--- config.mk ---
export PLATFORM = sky130hd
export DESIGN_NAME = lc_ctrl
export DESIGN_NICKNAME = d
export VERILOG_FILES = /design/src/rtl/lc_pkg.sv /design/src/rtl/lc_trans_check.sv /design/src/rtl/lc_erase_seq.sv /design/src/rtl/lc_perm_map.sv /design/src/rtl/lc_ctrl.sv
export SDC_FILE = /design/constraint.sdc
export NUM_CORES = 1
export LEC_CHECK = 0
export BUFFER_PORTS_ARGS = -buffer_cell sky130_fd_sc_hd__buf_2
export CORE_AREA = 2 2 39 41
export CTS_BUF_LIST = sky130_fd_sc_hd__clkbuf_8
export DETAILED_ROUTE_END_ITERATION = 7
export DIE_AREA = 0 0 41 43
export GPL_TIMING_DRIVEN = 1
export PLACE_DENSITY = 0.62
export SETUP_SLACK_MARGIN = 0.02
export SLEW_MARGIN = 30
export SYNTH_ARGS = -nofsm -noshare
export SYNTH_HDL_FRONTEND = slang
export SYNTH_SLANG_ARGS = --single-unit
export TNS_END_PERCENT = 20
--- constraint.sdc ---
create_clock -name clk -period 1.6 [get_ports clk]
set_clock_uncertainty 0.2 [all_clocks]
set_input_delay 0.08 -clock clk [delete_from_list [all_inputs] [get_ports clk]]
set_output_delay 0.08 -clock clk [all_outputs]
set_load 0.05 [all_outputs]
--- src/rtl/lc_pkg.sv ---
package lc_pkg;
  localparam int unsigned LC_W   = 2;
  localparam int unsigned PERM_W = 4;

  typedef enum logic [LC_W-1:0] {
    LC_OPEN  = 2'd0,
    LC_OEM   = 2'd1,
    LC_FIELD = 2'd2,
    LC_FA    = 2'd3
  } lc_state_e;

  typedef struct packed {
    logic cfg;
    logic prog;
    logic dbg;
    logic key;
  } lc_perm_t;
endpackage

--- src/rtl/lc_trans_check.sv ---
module lc_trans_check
  import lc_pkg::*;
#(
  parameter bit OEM_STAGE_EN = 1'b1
) (
  input  lc_state_e cur_i,
  input  lc_state_e tgt_i,
  input  logic      auth_i,
  input  logic      exit_allow_i,
  output logic      legal_o,
  output logic      erase_o
);
  logic fwd;
  logic back;

  generate
    if (OEM_STAGE_EN) begin : g_oem
      always_comb
        fwd = ((cur_i == LC_OPEN) && (tgt_i == LC_OEM)) ||
              ((cur_i == LC_OEM)  && (tgt_i == LC_FIELD));
    end else begin : g_no_oem
      always_comb
        fwd = (cur_i == LC_OPEN) && (tgt_i == LC_FIELD);
    end
  endgenerate

  // leaving in-field: needs authorization plus the configured exit condition
  assign back = (cur_i == LC_FIELD) &&
                ((tgt_i == LC_OPEN) || (tgt_i == LC_FA)) &&
                auth_i && exit_allow_i;

  assign legal_o = fwd | back;
  assign erase_o = back;
endmodule

--- src/rtl/lc_erase_seq.sv ---
module lc_erase_seq (
  input  logic clk,
  input  logic rst_n,
  input  logic start_i,
  input  logic ack_i,
  output logic busy_o,
  output logic done_o
);
  logic busy_q;

  assign done_o = busy_q & ack_i;
  assign busy_o = busy_q;

  always_ff @(posedge clk or negedge rst_n) begin
    if (!rst_n)        busy_q <= 1'b0;
    else if (start_i)  busy_q <= 1'b1;
    else if (done_o)   busy_q <= 1'b0;
  end
endmodule

--- src/rtl/lc_perm_map.sv ---
module lc_perm_map
  import lc_pkg::*;
(
  input  lc_state_e st_i,
  input  logic      hold_i,
  output lc_perm_t  perm_o,
  output logic      run_o
);
  always_comb begin
    perm_o = '0;
    run_o  = 1'b0;
    if (!hold_i) begin
      unique case (st_i)
        LC_OPEN:  begin perm_o = '{cfg:1'b1, prog:1'b1, dbg:1'b1, key:1'b1}; run_o = 1'b1; end
        LC_OEM:   begin perm_o = '{cfg:1'b1, prog:1'b0, dbg:1'b0, key:1'b1}; run_o = 1'b1; end
        LC_FIELD: begin perm_o = '0;                                          run_o = 1'b1; end
        LC_FA:    begin perm_o = '{cfg:1'b0, prog:1'b0, dbg:1'b1, key:1'b0}; run_o = 1'b0; end
        default:  begin perm_o = '0;                                          run_o = 1'b0; end
      endcase
    end
  end
endmodule

--- src/rtl/lc_ctrl.sv ---
module lc_ctrl
  import lc_pkg::*;
#(
  parameter bit OEM_STAGE_EN = 1'b1
) (
  input  logic            clk,
  input  logic            rst_n,
  input  logic            req_valid,
  output logic            req_ready,
  input  logic [LC_W-1:0] req_target,
  input  logic            req_auth,
  input  logic            exit_allow,
  output logic            erase_req,
  input  logic            erase_ack,
  output logic            perm_cfg,
  output logic            perm_prog,
  output logic            perm_dbg,
  output logic            perm_key,
  output logic            run_en,
  output logic [LC_W-1:0] lc_state,
  output logic            bad_req
);
  lc_state_e st_q, tgt_q, tgt_in;
  logic      err_q;
  logic      legal, needs_erase, busy, done, take;
  lc_perm_t  perm;

  assign tgt_in    = lc_state_e'(req_target);
  assign req_ready = ~busy;
  assign take      = req_valid & ~busy;

  lc_trans_check #(.OEM_STAGE_EN(OEM_STAGE_EN)) u_check (
    .cur_i        (st_q),
    .tgt_i        (tgt_in),
    .auth_i       (req_auth),
    .exit_allow_i (exit_allow),
    .legal_o      (legal),
    .erase_o      (needs_erase)
  );

  lc_erase_seq u_erase (
    .clk     (clk),
    .rst_n   (rst_n),
    .start_i (take & legal & needs_erase),
    .ack_i   (erase_ack),
    .busy_o  (busy),
    .done_o  (done)
  );

  always_ff @(posedge clk or negedge rst_n) begin
    if (!rst_n) begin
      st_q  <= LC_OPEN;
      tgt_q <= LC_OPEN;
      err_q <= 1'b0;
    end else begin
      if (done) st_q <= tgt_q;
      if (take) begin
        if (!legal)           err_q <= 1'b1;
        else if (needs_erase) tgt_q <= tgt_in;
        else                  st_q  <= tgt_in;
      end
    end
  end

  lc_perm_map u_perm (
    .st_i   (st_q),
    .hold_i (busy),
    .perm_o (perm),
    .run_o  (run_en)
  );

  assign perm_cfg  = perm.cfg;
  assign perm_prog = perm.prog;
  assign perm_dbg  = perm.dbg;
  assign perm_key  = perm.key;
  assign erase_req = busy;
  assign lc_state  = st_q;
  assign bad_req   = err_q;
endmodule

==> results.toml <==
[floorplan]
start_util = 0.3137
die_h_um = 43
fp.dieW_um = 41
dieArea_um2 = 1763
rows = 14
num_io_pins = 18
coreArea_um2 = 1384

[yosys]
syn_area_um2 = 434.2
synthTopCellsByArea = "dfrtp_1 35%, ha_1 20%, mux2i_1 9.2%, mux2_4 6.9%, nand4_4 4.9%"
synth_seq_area_share = 0.3458
syn_avg_cell_area_um2 = 11.43
ys_ff_latch = 6
synth_fp_nets = 53
synth_cell_type_count = 15
synth_top_area_frac = 0.3458
yosysWarnings = 0
yosys.area.top_type = "dfrtp_1"
syn_inst = 38

[clocking]
htreeDepth = 1
clk_latency_ps = 220
cts_buffer_depth = 2
cts-root-buf = "clkbuf_8"
cts_buffers = 3
clk_pin_slew_ps = 40
cts_tree = "yes"
cts_sinks = 6

[critical_path]
path_buf_inv = 2
start_kind = "register"
crit_family = "flip-flops"
critical-path-max-stage-delay_ps = 450
endpoint_kind = "output pin"
cpMaxStageDelayCell = "dfrtp_2"
path_class = "register to output pin"
cp.arrival_ps = 1290
crit_path_max_fanout = 5
crit_chain = "buf_4, ha_1, nor2_1, buf_6"
required_ps = 1320

[global_routing]
grt_pass1_vias = 368
overflow = 0
grt_pass1_wl_mm = 1.511
grtUsageTotal = 0.1331
grt_antenna_before_repair = 0
grt_start_max_net_pins = 8

[timing]
setup_tns_ps = 0
tightestPinTransition_ps = 250.2
finalHoldViolCount = 0
slew_headroom = 0.8344
fin_crit_sh = 0.9788
period_minus_slack_ps = 1566
rsz0062_at_grt = "true"
drv_slew = 0
fmax_ghz = 0.6386
finalSetupViolations = 0

[route]
vias = 373
first_pass_iters = 4
vias_per_cell = 4.549
wl_per_cell_um = 12.24
drt-initial-drc-count = 6
drtAntennaViolNets = 0
wirelength_mm = 1.004
drc = 0

[place]
port_buffers = 17
dp_hpwl_um = 745.9
gp_congestion = 0.7390

[cells_and_area]
layout.area.seq_um2 = 152.6
multiInputGateArea_um2 = 285.3
utilization = 0.5109
diodes = 0
drive_gt1_frac = 0.5606
area_delta_synth_final_pct = 62.82
fill_cells = 133
nNetsFinal = 83

[run_status]
outcome = "finished, final reports clean"

[run]
drv_cap = 0

[power_and_ir_drop]
p_per_area_nw_per_um2 = 1996
power.leakage_nw = 0.3706
ir_worst_vdd_uv = 928.2

[hold_path]
hold_class = "primary input to async pin"
==> cells in the mapped netlist <==
library cell  n
inv_1         5
nand4_4       1
nor2b_2       1
nand3_1       1
mux2i_1       4
a22o_1        1
buf_4         1
nor2b_4       1
ha_1          7
mux2_4        2
dfrtp_1       6
nand2_1       2
o21bai_1      2
and2b_2       1
nor2_1        3
==> cells in the final DEF, fill, tap and decap left out, drive strengths merged <==
cell type / n
clkbuf: 3
nand4: 1
nand2: 2
mux2i: 4
dfrtp: 6
ha: 7
mux2: 2
a22o: 1
inv: 5
o21bai: 2
dlygate4sd3: 6
and2b: 1
buf: 20
nand3: 1
nor2: 3
nor2b: 2
==> registers in the layout, summed over array words and instances (netlist names) <==
signal / count
lc_state: 2
u_erase.busy_o: 1
tgt_q: 2
bad_req: 1
==> path summary, 6_finish.rpt <==
| kind | start | depth (start not counted) | to | slack [ps] |
|---|---|---|---|---|
| min in group clk | req_auth | 4 | bad_req | 70 |
| max | lc_state[1] | 4 | run_en | 30 |
| min | rst_n | 2 | tgt_q[0] | 20 |
| max in group asynchronous | rst_n | 2 | lc_state[0] | 1010 |
| min reg2reg | bad_req | 1 | bad_req | 280 |
| max reg2reg | lc_state[0] | 5 | tgt_q[1] | 70 |
==> final cells by class <==
type | instances | area share
multi-input combinational | 26 | 0.4035
timing repair buffer | 26 | 0.2637
sequential | 6 | 0.2159
clock buffer | 3 | 0.05841
inverter | 5 | 0.03009
tap | 16 | 0.02832
==> worst reg2reg max path: cells and delay by family (launching register included) <==
family | cells | cell delay (ps)
buffers and inverters | 1 | 80
multiplexers | 1 | 310
flip-flops | 1 | 410
adder cells (fa/ha/maj) | 1 | 140
AND/OR/NAND/NOR | 2 | 280
==> per-stage QoR <==
stage	area [um^2]	cells	worst slack [ps]	power (mW)	hold WS, ps
2_1_floorplan	446.7	38	-110.2	0.8762	-415.6
3_3_place_gp	566.8	73	48.33	1.059	-286.3
3_5_place_dp	566.8	73	18.60	1.067	-279.6
4_1_cts	665.6	81	5.013	1.344	19.12
5_1_grt	706.9	82	-24.22	1.508	26.45
6_report	706.9	82	33.98	1.411	20.80
==> cells by family (layout without fill, tap and decap cells) <==
group | count (synthesis) | in the layout | synth area share
DFF | 6 | 6 | 0.3458
buffers and inverters | 6 | 34 | 0.06053
muxes | 6 | 6 | 0.1614
and+or+nand+nor | 10 | 10 | 0.1758
AOI/OAI and AO/OA | 3 | 3 | 0.05475
adders and majority gates | 7 | 7 | 0.2017
==> routing by layer <==
layer | share of wire | wire, um | up-vias | global-route usage
li1 | - | - | 182 | -
met1 | 0.42 | 423 | 175 | 0.1694
met2 | 0.52 | 527 | 16 | 0.1938
met3 | 0.053 | 53 | 0 | 0.03141
met4 | 0 | 0 | 0 | 0.08000
met5 | 0 | 0 | - | 0
==> what timing repair did <==
item,in CTS,in global routing
setup buffers,0,0
endpoints found under the hold margin,11,2
pin swaps,0,1
hold buffers,5,2
gates resized for setup,3,9
endpoints found under the setup margin,4,7
==> power by group <==
part           internal, mW  leakage (nW)  switching (mW)
clock                 0.162        0.0216          0.0692
combinational         0.329         0.278           0.590
sequential            0.206        0.0708          0.0539
No activity file was read; power rests on OpenSTA's default activity.
